[src/rtl/rsz_pkg.sv]
package rsz_pkg;
  typedef enum logic [1:0] {
    RSZ_NONE = 2'b00,
    RSZ_DOWN = 2'b01,
    RSZ_INT  = 2'b10,
    RSZ_FRAC = 2'b11
  } rsz_mode_e;

  typedef enum logic [2:0] {
    ST_IDLE,
    ST_MOD_GO,
    ST_MOD_WAIT,
    ST_WT_GO,
    ST_WT_WAIT,
    ST_ADV_GO,
    ST_ADV_WAIT,
    ST_EMIT
  } rsz_state_e;
endpackage

[src/rtl/rsz_divider.sv]
module rsz_divider #(
  parameter int W = 21
) (
  input  logic         clk,
  input  logic         rst,
  input  logic         go,
  input  logic [W-1:0] dividend,
  input  logic [W-1:0] divisor,
  output logic         done,
  output logic [W-1:0] quo,
  output logic [W-1:0] rem
);
  localparam int CW = $clog2(W + 1);

  logic [W:0]    rem_q;
  logic [W-1:0]  quo_q;
  logic [W-1:0]  dsr_q;
  logic [CW-1:0] cnt_q;
  logic [W:0]    rem_sh;
  logic [W:0]    rem_sub;
  logic          fits;

  always_comb begin
    rem_sh  = {rem_q[W-1:0], quo_q[W-1]};
    fits    = rem_sh >= {1'b0, dsr_q};
    rem_sub = rem_sh - {1'b0, dsr_q};
  end

  always_ff @(posedge clk) begin
    if (rst) begin
      rem_q <= '0;
      quo_q <= '0;
      dsr_q <= '0;
      cnt_q <= '0;
      done  <= 1'b0;
    end else begin
      done <= 1'b0;
      if (go) begin
        rem_q <= '0;
        quo_q <= dividend;
        dsr_q <= divisor;
        cnt_q <= CW'(W);
      end else if (cnt_q != '0) begin
        rem_q <= fits ? rem_sub : rem_sh;
        quo_q <= {quo_q[W-2:0], fits};
        cnt_q <= cnt_q - 1'b1;
        if (cnt_q == CW'(1)) done <= 1'b1;
      end
    end
  end

  assign quo = quo_q;
  assign rem = rem_q[W-1:0];
endmodule

[src/rtl/rsz_mode_sel.sv]
module rsz_mode_sel
  import rsz_pkg::*;
#(
  parameter int NUM_IN_W = 8,
  parameter int DEN_W    = 8,
  parameter int MAX_ENT  = 31
) (
  input  logic [NUM_IN_W-1:0] num,
  input  logic [DEN_W-1:0]    denom,
  output rsz_mode_e           mode,
  output logic                bad
);
  localparam int CMP_W = (NUM_IN_W > DEN_W) ? NUM_IN_W : DEN_W;

  logic [CMP_W-1:0] n_x;
  logic [CMP_W-1:0] d_x;

  always_comb begin
    n_x = CMP_W'(num);
    d_x = CMP_W'(denom);
    bad = (n_x == '0) || (d_x == '0) || (n_x > CMP_W'(MAX_ENT));
    if (d_x > n_x)               mode = RSZ_DOWN;
    else if (d_x == CMP_W'(1))   mode = RSZ_INT;
    else                         mode = RSZ_FRAC;
  end
endmodule

[src/rtl/rsz_phase_seq.sv]
module rsz_phase_seq
  import rsz_pkg::*;
#(
  parameter int NUM_IN_W = 8,
  parameter int DEN_W    = 8,
  parameter int SHARP_W  = 6,
  parameter int MAX_ENT  = 31,
  parameter int WT_FRAC  = 9
) (
  input  logic                clk,
  input  logic                rst,
  input  logic                start,
  input  logic [NUM_IN_W-1:0] num,
  input  logic [DEN_W-1:0]    denom,
  input  logic [SHARP_W-1:0]  sharp,
  output logic                busy,
  output logic                cfg_err,
  output logic                ent_valid,
  output logic [WT_FRAC:0]    ent_weight,
  output logic [DEN_W:0]      ent_adv,
  output logic [1:0]          ent_mode,
  output logic                ent_down,
  output logic [SHARP_W-1:0]  ent_sharp,
  output logic                ent_last
);
  localparam int NUM_W  = $clog2(MAX_ENT + 1);
  localparam int WT_W   = WT_FRAC + 1;
  localparam int ADV_W  = DEN_W + 1;
  localparam int ACC_W  = ((DEN_W > NUM_W) ? DEN_W : NUM_W) + 3;
  localparam int DIV_W  = ACC_W + WT_FRAC + 1;
  localparam logic [WT_W-1:0] ONE = WT_W'(1) << WT_FRAC;

  rsz_state_e          state_q;
  rsz_mode_e           mode_q;
  rsz_mode_e           mode_in;
  logic                bad_in;
  logic [NUM_W-1:0]    num_q;
  logic [DEN_W-1:0]    den_q;
  logic [SHARP_W-1:0]  sharp_q;
  logic [NUM_W-1:0]    idx_q;
  logic [ACC_W-1:0]    acc_q;
  logic [WT_W-1:0]     wt_q;
  logic [ADV_W-1:0]    adv_q;

  logic [ACC_W-1:0]    num_x;
  logic [ACC_W-1:0]    den_x;
  logic [ACC_W-1:0]    two_num;
  logic [ACC_W-1:0]    grow_sum;
  logic                is_last;

  logic                div_go;
  logic                div_done;
  logic [DIV_W-1:0]    div_a;
  logic [DIV_W-1:0]    div_b;
  logic [DIV_W-1:0]    div_quo;
  logic [DIV_W-1:0]    div_rem;
  logic [DIV_W-1:0]    rem_plus;

  rsz_mode_sel #(
    .NUM_IN_W(NUM_IN_W),
    .DEN_W   (DEN_W),
    .MAX_ENT (MAX_ENT)
  ) u_mode_sel (
    .num  (num),
    .denom(denom),
    .mode (mode_in),
    .bad  (bad_in)
  );

  rsz_divider #(
    .W(DIV_W)
  ) u_div (
    .clk     (clk),
    .rst     (rst),
    .go      (div_go),
    .dividend(div_a),
    .divisor (div_b),
    .done    (div_done),
    .quo     (div_quo),
    .rem     (div_rem)
  );

  always_comb begin
    num_x    = ACC_W'(num_q);
    den_x    = ACC_W'(den_q);
    two_num  = num_x << 1;
    grow_sum = acc_q + den_x;
    is_last  = (idx_q == num_q - 1'b1);
    rem_plus = DIV_W'(num_x) + div_rem;
  end

  // Divider operand selection per walk step
  always_comb begin
    div_go = 1'b0;
    div_a  = '0;
    div_b  = DIV_W'(1);
    case (state_q)
      ST_MOD_GO: begin
        div_go = 1'b1;
        div_a  = DIV_W'(acc_q - num_x);
        div_b  = DIV_W'(two_num);
      end
      ST_WT_GO: begin
        div_go = 1'b1;
        if (mode_q == RSZ_DOWN) begin
          div_a = DIV_W'(acc_q - num_x) << WT_FRAC;
          div_b = DIV_W'(two_num);
        end else begin
          div_a = DIV_W'(acc_q) << WT_FRAC;
          div_b = DIV_W'(num_x);
        end
      end
      ST_ADV_GO: begin
        div_go = 1'b1;
        div_a  = DIV_W'(acc_q - num_x);
        div_b  = DIV_W'(two_num);
      end
      default: ;
    endcase
  end

  always_ff @(posedge clk) begin
    if (rst) begin
      state_q    <= ST_IDLE;
      mode_q     <= RSZ_NONE;
      num_q      <= '0;
      den_q      <= '0;
      sharp_q    <= '0;
      idx_q      <= '0;
      acc_q      <= '0;
      wt_q       <= '0;
      adv_q      <= '0;
      cfg_err    <= 1'b0;
      ent_valid  <= 1'b0;
      ent_weight <= '0;
      ent_adv    <= '0;
      ent_mode   <= 2'b00;
      ent_down   <= 1'b0;
      ent_sharp  <= '0;
      ent_last   <= 1'b0;
    end else begin
      ent_valid <= 1'b0;
      case (state_q)
        ST_IDLE: begin
          if (start) begin
            if (bad_in) begin
              cfg_err <= 1'b1;
            end else begin
              cfg_err <= 1'b0;
              mode_q  <= mode_in;
              num_q   <= NUM_W'(num);
              den_q   <= denom;
              sharp_q <= sharp;
              idx_q   <= '0;
              wt_q    <= ONE;
              adv_q   <= '0;
              case (mode_in)
                RSZ_DOWN: begin
                  acc_q   <= ACC_W'(denom);
                  state_q <= ST_MOD_GO;
                end
                RSZ_INT: begin
                  acc_q   <= '0;
                  state_q <= ST_EMIT;
                end
                default: begin
                  acc_q   <= '0;
                  state_q <= ST_WT_GO;
                end
              endcase
            end
          end
        end
        ST_MOD_GO:  state_q <= ST_MOD_WAIT;
        ST_MOD_WAIT: begin
          if (div_done) begin
            acc_q   <= ACC_W'(rem_plus);
            state_q <= ST_WT_GO;
          end
        end
        ST_WT_GO:   state_q <= ST_WT_WAIT;
        ST_WT_WAIT: begin
          if (div_done) begin
            wt_q <= ONE - WT_W'(div_quo);
            if (mode_q == RSZ_DOWN) begin
              acc_q   <= acc_q + (den_x << 1);
              state_q <= ST_ADV_GO;
            end else begin
              if (grow_sum >= num_x) begin
                acc_q <= grow_sum - num_x;
                adv_q <= ADV_W'(1);
              end else begin
                acc_q <= grow_sum;
                adv_q <= '0;
              end
              state_q <= ST_EMIT;
            end
          end
        end
        ST_ADV_GO:  state_q <= ST_ADV_WAIT;
        ST_ADV_WAIT: begin
          if (div_done) begin
            adv_q   <= ADV_W'(div_quo);
            state_q <= ST_EMIT;
          end
        end
        ST_EMIT: begin
          ent_valid <= 1'b1;
          ent_mode  <= mode_q;
          ent_down  <= (mode_q == RSZ_DOWN);
          ent_last  <= is_last;
          if (mode_q == RSZ_INT) begin
            ent_weight <= ONE;
            ent_adv    <= ADV_W'(is_last);
            ent_sharp  <= '0;
          end else begin
            ent_weight <= wt_q;
            ent_adv    <= adv_q;
            ent_sharp  <= sharp_q;
          end
          idx_q <= idx_q + 1'b1;
          if (is_last)                 state_q <= ST_IDLE;
          else if (mode_q == RSZ_DOWN) state_q <= ST_MOD_GO;
          else if (mode_q == RSZ_INT)  state_q <= ST_EMIT;
          else                         state_q <= ST_WT_GO;
        end
        default: state_q <= ST_IDLE;
      endcase
    end
  end

  assign busy = (state_q != ST_IDLE);
endmodule

[config.mk]
export PLATFORM = sky130hd
export DESIGN_NAME = rsz_phase_seq
export DESIGN_NICKNAME = d
export VERILOG_FILES = /design/src/rtl/rsz_pkg.sv /design/src/rtl/rsz_divider.sv /design/src/rtl/rsz_mode_sel.sv /design/src/rtl/rsz_phase_seq.sv
export SDC_FILE = /design/constraint.sdc
export NUM_CORES = 1
export LEC_CHECK = 0
export BUFFER_PORTS_ARGS = -buffer_cell sky130_fd_sc_hd__buf_2
export CORE_MARGIN = 2
export CORE_UTILIZATION = 55
export DETAILED_ROUTE_END_ITERATION = 6
export PLACE_DENSITY = 0.76
export SLEW_MARGIN = 20
export SYNTH_ARGS = -nofsm -noshare
export SYNTH_HDL_FRONTEND = slang
export SYNTH_HIERARCHICAL = 1
export SYNTH_SLANG_ARGS = --single-unit
[constraint.sdc]
create_clock -name clk -period 5.43 [get_ports clk]
set_input_delay 0.543 -clock clk [delete_from_list [all_inputs] [get_ports clk]]
set_output_delay 0.543 -clock clk [all_outputs]
set_load 0.05 [all_outputs]
After elaboration in Yosys (flattened, before gate mapping):

Cells that the tools add are included.
W data, S select, Z words.

* $add $sub $neg: 10
* $mul: 0
* divide/modulo/power cells: 0
* order comparisons: 4
* eq/ne operators: 20
* shifts and indexed selects: 0
* muxes and demuxes: 51
* bitwise gates (word level): 2
* reductions and logical operators: 23

Operators by type and width (count)
* $mux W21: 4
* $mux W11: 6
* $mux W9: 6
* $pmux W21 S2: 1
* $mux W10: 4
* $pmux W11 S3: 1
* $pmux W9 S3: 1
* $mux W3: 8
* $pmux W3 S8: 1
* $ge A22 B21 Y1: 1
* $sub A21 B21 Y21: 1
* $mux W5: 4
* $pmux W10 S2: 1
* $logic_not A8 Y1: 2
* $eq A3 B3 Y1 const B: 4
* $mux W6: 2
* $pmux W6 S2: 1
* $sub A11 B5 Y12: 1
* $add A11 B8 Y11: 1
* $add A11 B9 Y11: 1
* $add A5 B11 Y11: 1
* $ge A11 B5 Y1: 1
* $sub A11 B5 Y11: 1
* $pmux W5 S2: 1
* 31 further kinds: 55

* bits in registers: 159
* latch bits: 0
* bits in writable memories: 0
* memory bits (read-only): 0
* output and inout port bits: 32
* word-level logic and storage cells: 133
* memories kept: 0

Depth between registers and ports, before layout:

Gate-level depths: netlist of run 1.

* depth in word-level cells: 8
* mapped depth: 15
* depth with buffers taken out: 15

Cells and area by module:

Netlist of run 1, hierarchy kept.

Modules (own cells, without submodules)
* rsz_phase_seq: instances 1, cells each 725, area each 5861.9 µm², seq. area each 1801.7 µm²
* rsz_divider: instances 1, cells each 544, area each 4105.2 µm², seq. area each 1381.3 µm²
* rsz_mode_sel: instances 1, cells each 38, area each 259.0 µm², seq. area each 0.0 µm²

Worst setup path before layout of run 1:

No wires, ideal clock.

* kind: register to register
* start: register acc_q[0]
* end: register acc_q[1]
* library setup time: 88 ps
* data arrival time: 3518 ps
* required time: 5342 ps
* slack: 1823 ps
* stages on the path, launching flop included: 16
* path through: dfxtp_1 ha_1 inv_1 fa_1 nand2b_1 a21o_1 a21boi_0 ha_1 nand2_1 a211oi_1 a211oi_1 nand3_2 nor4_4 nand2_4 a211o_1 a311oi_2

* word-level cells in the longest chain between the ends: 6
* elaborated cells on any way between the ends: 8
* those cells by class: add/sub: 3; order compare: 1; mux: 4

Ends and longest elaborated chain
* from (decl): RTL line rsz_phase_seq.sv:41 `logic [ACC_W-1:0] acc_q;`
* from (signal assigned): RTL line rsz_phase_seq.sv:159 `acc_q <= ACC_W'(denom);`
* from (signal assigned): RTL line rsz_phase_seq.sv:177 `acc_q <= ACC_W'(rem_plus);`
* from (signal assigned): RTL line rsz_phase_seq.sv:186 `acc_q <= acc_q + (den_x << 1);`
* $add A11 B8 Y11: RTL line rsz_phase_seq.sv:87 `grow_sum = acc_q + den_x;`
* $sub A11 B5 Y11 or $ge A11 B5 Y1 (tied branches): RTL line rsz_phase_seq.sv:190, rsz_phase_seq.sv:189
* $mux W11: RTL line rsz_phase_seq.sv:189 `if (grow_sum >= num_x) begin`
* $mux W11 *: RTL line rsz_phase_seq.sv:185 `if (mode_q == RSZ_DOWN) begin`
* $mux W11 *: RTL line rsz_phase_seq.sv:183 `if (div_done) begin`
* $pmux W11 S3 *: RTL line rsz_phase_seq.sv:143 `case (state_q)`

Every way passes the cells marked *; elsewhere a longest branch is shown, timed or not. The select of a mux whose other input is x is not followed.
A chain may end at the register's enable or synchronous reset.

Worst setup path in the final report of run 1:

Same ends and word-level chain as after synthesis.

==> flow_summary.yaml, run 1 <==
clocking:
  clk_pin_slew_worst_paths_ps: 70
  cts.repair.resized: 0
  cts.path.max_buffers: 2
  post-cts-setup-buffers: 0
  ctsHtreeMaxLevel: 4
  ctsHoldBuffers: 0
  clk-insertion-delay-late_ps: 440
  root_buffer: "clkbuf_16"
  clock_sinks: 159
  cts_tree: "built"
  numCtsBuffers: 17
route:
  vias: 9454
  ant_nets: 0
  wl_per_cell_um: 16.9
  drt-pass1-iter-count: 6
  drt_iter0_markers: 694
  vias_per_cell: 6.00
  drc: 0
  wirelength_um: 26700
layout:
  fin_nets: 1432
  layout-drive-gt1-share_pct: 9.95
  area_growth_pct: 9.73
  n_antenna_cell: 0
sta:
  fin_crit_sh_pct: 78.6
  rsz0062_at_grt: "no"
  hold_viol: 0
  worstMarginPinSlew_ps: 962
  maxSlewViolCount: 0
  slew_headroom_pct: 35.8
  fin_setup_tns_ps: 0
  period_minus_slack_ps: 4270
  hold-worst-slack_ps: 345
  skew_ps: 8.76
  setup_viol: 0
  max_clock_freq_ghz: 0.234
worst_setup_path:
  worstSetupEndpointType: "flip-flop"
  cp_data_arrival_time_ps: 4620
  crit_required_ps: 5780
  cp-start-kind: "flip-flop"
  crit_type: "reg -> reg"
  critical_path.max_fanout: 9
floorplan:
  die-area_mm2: 0.0197
  core_mm2: 0.0181
  start_util_pct: 56.5
  io_pins: 57
  fp.dieW_um: 140
  die_h_um: 140
  rows: 49
worst_hold_path:
  hp-class: "in -> reg"
synthesis:
  yosysWarnings: 6
  synth_edf_count: 0
  syn_area_mm2: 0.0102
  syn_inst: 1307
  syn_avg_cell_area_um2: 7.82
  seq_area_frac_synth_pct: 31.1
  synth_xor_area_share_pct: 6.58
  synth_fa_ha_area_share_pct: 9.37
  synth-seq-cells: 159
  synth_ff_type: "dfxtp_1"
  synth_compound_area_share_pct: 24.0
  synth_simple_gate_area_share_pct: 20.4
  synth_cell_type_count: 84
  synth_top_family_by_area: "compound AO/OA/AOI/OAI gates"
  yosys-mux-area-fraction_pct: 2.95
  async_flop_share_pct: 0
grt:
  track_usage_pct: 27.1
  grt_pass1_vias: 8904
  antenna_found_initial: 0
  grt_first_pass_wirelength_um: 43900
  overflow: 0
  grt_max_degree: 65
placement:
  place.gp.congestion: 0.972
  place_hpwl_um: 19100
  io_buffers: 56
pwr:
  ir_drop_uv: 378
  pwr_density_cell_mw_per_mm2: 406
  pwr-share-clk_pct: 26.2
  p_switching_w: 0.00192
  power_frac_seq_pct: 30.6
  p_int_w: 0.00264
  p_comb_share_pct: 43.1
  switching_share_pct: 42.1
  leakagePower_nw: 4.42
flow_run:
  maxCapViolCount: 0
run_status:
  status: "completed"
==> final timing paths <==
| check | startpoint | endpoint | slack [ps] | cells past startpoint |
|---|---|---|---|---|
| setup / recovery | acc_q[0] | acc_q[1] | 1160 | 15 |
| hold reg to reg | adv_q[8] | adv_q[8] | 450 | 2 |
| setup reg to reg | acc_q[0] | acc_q[1] | 1160 | 15 |
| hold / removal | sharp[5] | sharp_q[5] | 350 | 3 |
==> cell type report <==
cell class / instances / area [µm²]
fill: 1647 / 6870
sequential: 159 / 3180
inverter: 64 / 240
tap: 229 / 287
timing repair buffer: 66 / 358
clock buffer: 17 / 425
multi-input combinational: 1026 / 6560
clock inverter: 15 / 171
==> worst max-delay path, cell delays in order, from the launching register on <==
cell	delay (ps)
dfxtp_1	400
ha_1	240
inv_1	80
fa_1	410
nor2b_1	180
o21ai_0	90
a21boi_0	340
ha_1	320
nand2_1	90
a211oi_1	60
a211oi_1	420
nand3_2	200
nor4_4	600
nand2_4	180
a211o_1	340
a311oi_2	230
==> cell usage after synthesis (all sizes together) (3+ instances only) <==
cell type  instances  area [µm²]
or3                4        25.0
inv               64         240
o211ai            16         139
a21o              12        91.3
a211oi            21         178
mux2i             29         290
buf               12        56.3
nand4             12        75.1
a21boi             5        37.5
fa                 6         120
ha                67         838
and3               8        51.3
nor3              28         140
xnor2             49         437
a31oi             13        81.3
a21oi            149         746
o21ai             65         337
or4                4        30.0
nand3b             5        37.5
a22o              27         236
nand3             39         200
nor2             133         502
o31a               3        26.3
nor4               9        77.6
clkbuf            59         262
a311oi             5        56.3
o21a               8        60.1
a211o              7        61.3
nand2b            15        93.8
nor2b             10        62.6
a221oi             3        26.3
o2111ai            3        26.3
dfxtp            159        3180
o21bai             5        48.8
and2               7        45.1
nand2            166         631
nor3b              3        22.5
o22ai              5        31.3
o31ai              6        58.8
xor2              27         236
a22oi             10        80.1
a221o              3        30.0
or2                5        31.3
==> layer usage <==
layer	up-vias	wire length [µm]	track usage, %
li1	4672	-	-
met1	4419	11900	35.6
met2	322	12400	44.9
met3	41	1740	4.89
met4	0	624	9.30
met5	-	0	0
==> registers in the layout, summed over array words and instances (netlist names), 2 cells and up <==
name / count
ent_adv: 9
adv_q: 9
u_div/dsr_q: 21
u_div/rem_q: 21
mode_q: 2
u_div/cnt_q: 5
idx_q: 5
sharp_q: 6
u_div/quo: 21
state_q: 3
den_q: 8
ent_sharp: 6
num_q: 5
ent_mode: 2
wt_q: 10
acc_q: 11
ent_weight: 10
==> cell families after synthesis <==
| logic type | count (synthesis) |
|---|---|
| and+or+nand+nor | 455 |
| AOI/OAI and AO/OA | 377 |
| DFF | 159 |
| buffers and inverters | 136 |
| xor gates and xnor gates | 76 |
| adders and majority gates | 73 |
| muxes | 30 |
| other | 1 |
==> per-stage QoR <==
step | worst slack (ps) | instance area (µm²) | total power, W | util (%) | cells
floorplan | 1820 | 10300 | 0.00294 | - | 1321
global placement | 1400 | 10600 | 0.00329 | 58.7 | 1544
detailed placement | 1310 | 10600 | 0.00334 | 58.7 | 1544
CTS | 1270 | 11200 | 0.00453 | 62.0 | 1576
global route | 942 | 11200 | 0.00484 | 62.0 | 1576
finish | 1160 | 11200 | 0.00456 | 62.0 | 1576
==> power groups by stage <==
| stage | Sequential, W | Combinational, W | Clock [W] |
|---|---|---|---|
| after floorplan | 0.00137 | 0.00157 | 0 |
| after global placement | 0.00142 | 0.00188 | 0 |
| after detailed placement | 0.00142 | 0.00192 | 0 |
| after CTS | 0.00139 | 0.00193 | 0.00121 |
| after global routing | 0.00141 | 0.00217 | 0.00126 |
| final | 0.00140 | 0.00197 | 0.00120 |
==> cells in the final DEF (no fill, tap or decap), drive strengths merged, types with 29 or more instances in the layout <==
cell type,n
inv,70
nor2,133
buf,66
xnor2,49
a21oi,149
nand2,166
mux2i,29
dfxtp,159
nand3,39
o21ai,65
ha,67
No activity file was read; power rests on OpenSTA's default activity.
==> inputs of run 2 (changes only) <==
--- a/config.mk
+++ b/config.mk
@@ -9,7 +9,7 @@
 export CORE_MARGIN = 2
 export CORE_UTILIZATION = 55
 export DETAILED_ROUTE_END_ITERATION = 6
-export PLACE_DENSITY = 0.76
+export PLACE_DENSITY = 0.79
 export SLEW_MARGIN = 20
 export SYNTH_ARGS = -nofsm -noshare
 export SYNTH_HDL_FRONTEND = slang
==> constraint.sdc (replaced) <==
create_clock -name clk -period 3.4 [get_ports clk]
set_input_delay 0.34 -clock clk [delete_from_list [all_inputs] [get_ports clk]]
set_output_delay 0.34 -clock clk [all_outputs]
set_load 0.05 [all_outputs]
==> flow_summary.yaml, run 2 (synthesized netlist as in run 1, its figures left out) <==
worst_setup_path:
  path_buf_inv: 1
  worstSetupEndpointType: "flip-flop"
  critPathLaunch: "den_q[1]"
  crit_required_ps: 3730
  cpPeakStageDelay_ps: 350
  worstReg2RegStart: "den_q[1]"
  worst-r2r-cell-count: 13
  path_cells: "buf_4, ha_1, a21o_1, a21oi_2, xnor2_1, ha_1, o21ai_0, nand2b_1, a211o_1, or3_4, o31a_1, a211o_1, o211a_1"
  crit_family: "compound AO/OA/AOI/OAI gates"
  cp-start-kind: "flip-flop"
  r2r_setup_slack_ps: 120
  cp_data_arrival_time_ps: 3610
  critical_path.max_fanout: 4
  r2r-end: "acc_q[10]"
  crit_type: "reg -> reg"
  cp.depth: 13
  critPathSlowestCell: "or3_4"
  worstSetupEndpoint: "acc_q[10]"
placement:
  place_hpwl_um: 19800
  place.gp.congestion: 0.975
  preCtsSetupSlack_ps: -36.1
  io_buffers: 56
  placed_area_mm2: 0.0109
  placed_cells: 1583
floorplan:
  io_pins: 57
  fp.dieW_um: 140
  core_mm2: 0.0181
  rows: 49
  start_util_pct: 56.5
  die_h_um: 140
  die-area_mm2: 0.0197
clocking:
  cts_tree: "built"
  cts.path.max_buffers: 2
  clk_pin_slew_worst_paths_ps: 70
  ctsHoldBuffers: 0
  ctsHtreeMaxLevel: 4
  clk-insertion-delay-late_ps: 440
  clock_sinks: 159
  numCtsBuffers: 17
  root_buffer: "clkbuf_16"
run_status:
  status: "completed"
sta:
  period_minus_slack_ps: 3280
  maxSlewViolCount: 0
  hold_viol: 0
  rsz0062_at_grt: "yes"
  max_clock_freq_ghz: 0.305
  worstMarginPinSlew_ps: 744
  setup_viol: 0
  fin_setup_tns_ps: 0
  slew_headroom_pct: 50.4
  fin_ws_ps: 116
  fin_crit_sh_pct: 96.6
  hold-worst-slack_ps: 138
  skew_ps: 12.0
layout:
  area_growth_pct: 14.0
  fin_nets: 1474
  fin_area_mm2: 0.0117
  fin_cells: 1618
  layout_commonest_cell: "nand2_1"
  final_cell_mix: "nand2_1 (164), dfxtp_1 (157), a21oi_1 (147)"
  n_antenna_cell: 0
  layout-drive-gt1-share_pct: 13.6
grt:
  grt_pass1_vias: 8968
  overflow: 0
  grt_first_pass_wirelength_um: 45000
  antenna_found_initial: 0
  track_usage_pct: 27.9
  grt_max_degree: 66
worst_hold_path:
  hp-class: "in -> reg"
  min-delay-start: "sharp[2]"
route:
  drt-pass1-iter-count: 6
  drt_iter0_markers: 768
  wl_per_cell_um: 17.0
  drc: 0
  vias_per_cell: 5.98
  ant_nets: 0
  wirelength_um: 27500
  vias: 9671
pwr:
  pwr_density_cell_mw_per_mm2: 647
  ir_drop_uv: 548
  leakagePower_nw: 4.68
flow_run:
  maxCapViolCount: 0
-- run 2: cell count changes in the layout (fill, tap and decap cells not counted), sizes merged --
| cell | previous run | this run |
|---|---|---|
| inv | 70 | 73 |
| clkinv | 7 | 3 |
| clkbuf | 17 | 18 |
| bufinv | 0 | 2 |
| buf | 66 | 108 |
| clkinvlp | 2 | 0 |
-- run 2: where the power goes --
| group | switching [W] | leakage, nW | internal (W) | total, W |
|---|---|---|---|---|
| combinational | 0.00202 | 3.09 | 0.00130 | 0.00332 |
| clock | 0.000884 | 0.304 | 0.00113 | 0.00201 |
| sequential | 0.000189 | 1.29 | 0.00202 | 0.00221 |
| total | 0.00309 | 4.68 | 0.00445 | 0.00754 |
-- run 2: how the worst min path moves through the flow --
stage,end,slack [ps],cells past startpoint
floorplan,adv_q[3],430,2
global placement,adv_q[8],440,2
detailed placement,adv_q[3],450,2
CTS,sharp_q[2],130,3
global route,sharp_q[2],150,3
finish,sharp_q[2],140,3
-- run 2: stage by stage --
step                      utilization (%)  total power (W)
final                                64.4          0.00754
after detailed placement             60.4          0.00543
after global placement               60.4          0.00538
after floorplan                         -          0.00470
after CTS                            64.1          0.00749
after global routing                 64.4          0.00799
-- run 2: repair_timing --
item,in CTS,in global routing
pin swaps,4,12
buffers inserted,2,3
setup endpoints to repair,6,12
gates resized for setup,9,14
gates cloned,0,0
-- run 2: worst min-delay path, stage by stage --
cell     delay [ps]
buf_2            90
nand2_1          50
a21oi_1          50
-- run 2: layout make-up --
type	count	area [µm²]
Tap cell	229	287
Fill cell	1503	6430
Multi-Input combinational cell	1026	6650
Inverter	64	240
Clock inverter	14	190
Timing Repair Buffer	108	677
Clock buffer	18	429
Sequential cell	159	3190
-- run 2: routing by layer --
metal / track usage, % / up-vias / part of all wire, %
li1: - / 4745 / -
met1: 37.2 / 4502 / 45
met2: 46.4 / 372 / 47
met3: 5.23 / 52 / 7.1
met4: 7.60 / 0 / 1.8
met5: 0 / - / 0
==> inputs of run 3 (changes only) <==
--- a/config.mk
+++ b/config.mk
@@ -9,7 +9,9 @@
 export CORE_MARGIN = 2
 export CORE_UTILIZATION = 55
 export DETAILED_ROUTE_END_ITERATION = 6
-export PLACE_DENSITY = 0.79
+export MAX_ROUTING_LAYER = met4
+export PLACE_DENSITY = 0.76
+export SETUP_SLACK_MARGIN = 0.15
 export SLEW_MARGIN = 20
 export SYNTH_ARGS = -nofsm -noshare
 export SYNTH_HDL_FRONTEND = slang
==> constraint.sdc (replaced) <==
create_clock -name clk -period 3.6 [get_ports clk]
set_input_delay 0.36 -clock clk [delete_from_list [all_inputs] [get_ports clk]]
set_output_delay 0.36 -clock clk [all_outputs]
set_load 0.05 [all_outputs]
==> flow_summary.yaml, run 3 (synthesized netlist as in run 1, its figures left out) <==
layout:
  fin_area_mm2: 0.0115
  final_cell_mix: "nand2_1 (164), dfxtp_1 (156), a21oi_1 (147)"
  n_antenna_cell: 0
  layout-drive-gt1-share_pct: 12.7
  area_growth_pct: 12.8
  fin_cells: 1603
  fin_nets: 1460
  layout_commonest_cell: "nand2_1"
  final_core_util_pct: 63.8
placement:
  placed_area_mm2: 0.0108
  place_hpwl_um: 19300
  place.gp.congestion: 0.979
  io_buffers: 56
  placed_cells: 1565
route:
  wirelength_um: 27100
  wl_per_cell_um: 16.9
  drt-pass1-iter-count: 5
  ant_nets: 0
  drc: 0
  vias: 9579
  drt_iter0_markers: 564
  vias_per_cell: 5.98
sta:
  maxSlewViolCount: 0
  slew_headroom_pct: 49.6
  rsz0062_at_grt: "no"
  fin_crit_sh_pct: 94.1
  max_clock_freq_ghz: 0.295
  setup_viol: 0
  period_minus_slack_ps: 3390
  hold_viol: 0
  worstMarginPinSlew_ps: 756
  skew_ps: 10.1
  fin_setup_tns_ps: 0
grt:
  use_met1_pct: 35.3
  track_usage_pct: 28.1
  grt_max_degree: 61
  busiest_layer: "met2"
  use_met3_pct: 4.72
  grt_pass1_vias: 8892
  grt_use_met2_pct: 45.5
  antenna_found_initial: 0
  overflow: 0
  grt_first_pass_wirelength_um: 44100
worst_setup_path:
  crit_required_ps: 3890
  critical_path.max_fanout: 5
  cp-start-kind: "flip-flop"
  crit_type: "reg -> reg"
  worstSetupEndpointType: "flip-flop"
  cp_data_arrival_time_ps: 3670
clocking:
  root_buffer: "clkbuf_16"
  clock_sinks: 159
  numCtsBuffers: 17
  cts_tree: "built"
  ctsHtreeMaxLevel: 4
  clk-insertion-delay-late_ps: 430
  clk_pin_slew_worst_paths_ps: 70
  ctsHoldBuffers: 0
  cts.path.max_buffers: 2
floorplan:
  fp.dieW_um: 140
  io_pins: 57
  rows: 49
  core_mm2: 0.0181
  start_util_pct: 56.5
  die-area_mm2: 0.0197
  die_h_um: 140
pwr:
  leakagePower_nw: 4.61
  pwr_density_cell_mw_per_mm2: 611
  ir_drop_uv: 404
flow_run:
  maxCapViolCount: 0
run_status:
  status: "completed"
worst_hold_path:
  hp-class: "in -> reg"
run 3: metrics by stage:
stage	power (W)	setup slack [ps]	hold slack (ps)
floorplan	0.00444	174	432
global placement	0.00502	119	441
detailed placement	0.00507	16.4	444
CTS	0.00700	172	152
global route	0.00748	82.9	176
finish	0.00704	211	165
run 3: worst paths after layout:
check / start / endpoint / cells past startpoint / slack, ps
min: sharp[4] / sharp_q[4] / 3 / 160
max reg2reg: den_q[0] / acc_q[1] / 16 / 210
max: den_q[0] / acc_q[1] / 16 / 210
min reg2reg: adv_q[8] / adv_q[8] / 2 / 450
run 3: layer usage:
layer | routed length, µm | share of wire (%)
met3 | 1720 | 6.4
met2 | 12600 | 46
met1 | 11900 | 44
met4 | 861 | 3.2
met5 | 0 | 0
run 3: critical path, cell delays in order, from the launching register on:
cell,delay (ps)
dfxtp_2,370
ha_4,140
inv_1,50
fa_2,440
nand2b_4,160
a21o_1,210
a21boi_4,160
ha_4,260
nand2_2,70
a211oi_1,60
a211oi_2,290
nand3_2,140
nor4_4,310
buf_4,230
and3_2,180
a211o_1,110
a311oi_2,80
run 3: final cells by class:
| cell class | count | area, µm² |
|---|---|---|
| Tap cell | 229 | 287 |
| Fill cell | 1575 | 6550 |
| Multi-Input combinational cell | 1026 | 6640 |
| Sequential cell | 159 | 3190 |
| Clock buffer | 17 | 425 |
| Clock inverter | 14 | 188 |
| Inverter | 64 | 240 |
| Timing Repair Buffer | 94 | 568 |
run 3: what timing repair did:
action | 4_1_cts | 5_1_grt
resized for setup | 3 | 14
pin swaps | 2 | 11
gates cloned | 0 | 0
buffers inserted | 3 | 4
setup endpoints to repair | 11 | 18
run 3: report_power, final:
group	internal (W)	switching, W	total, W	leakage (nW)
Sequential	0.00191	0.000189	0.00210	1.29
Combinational	0.00122	0.00182	0.00304	3.02
Clock	0.00106	0.000846	0.00191	0.304
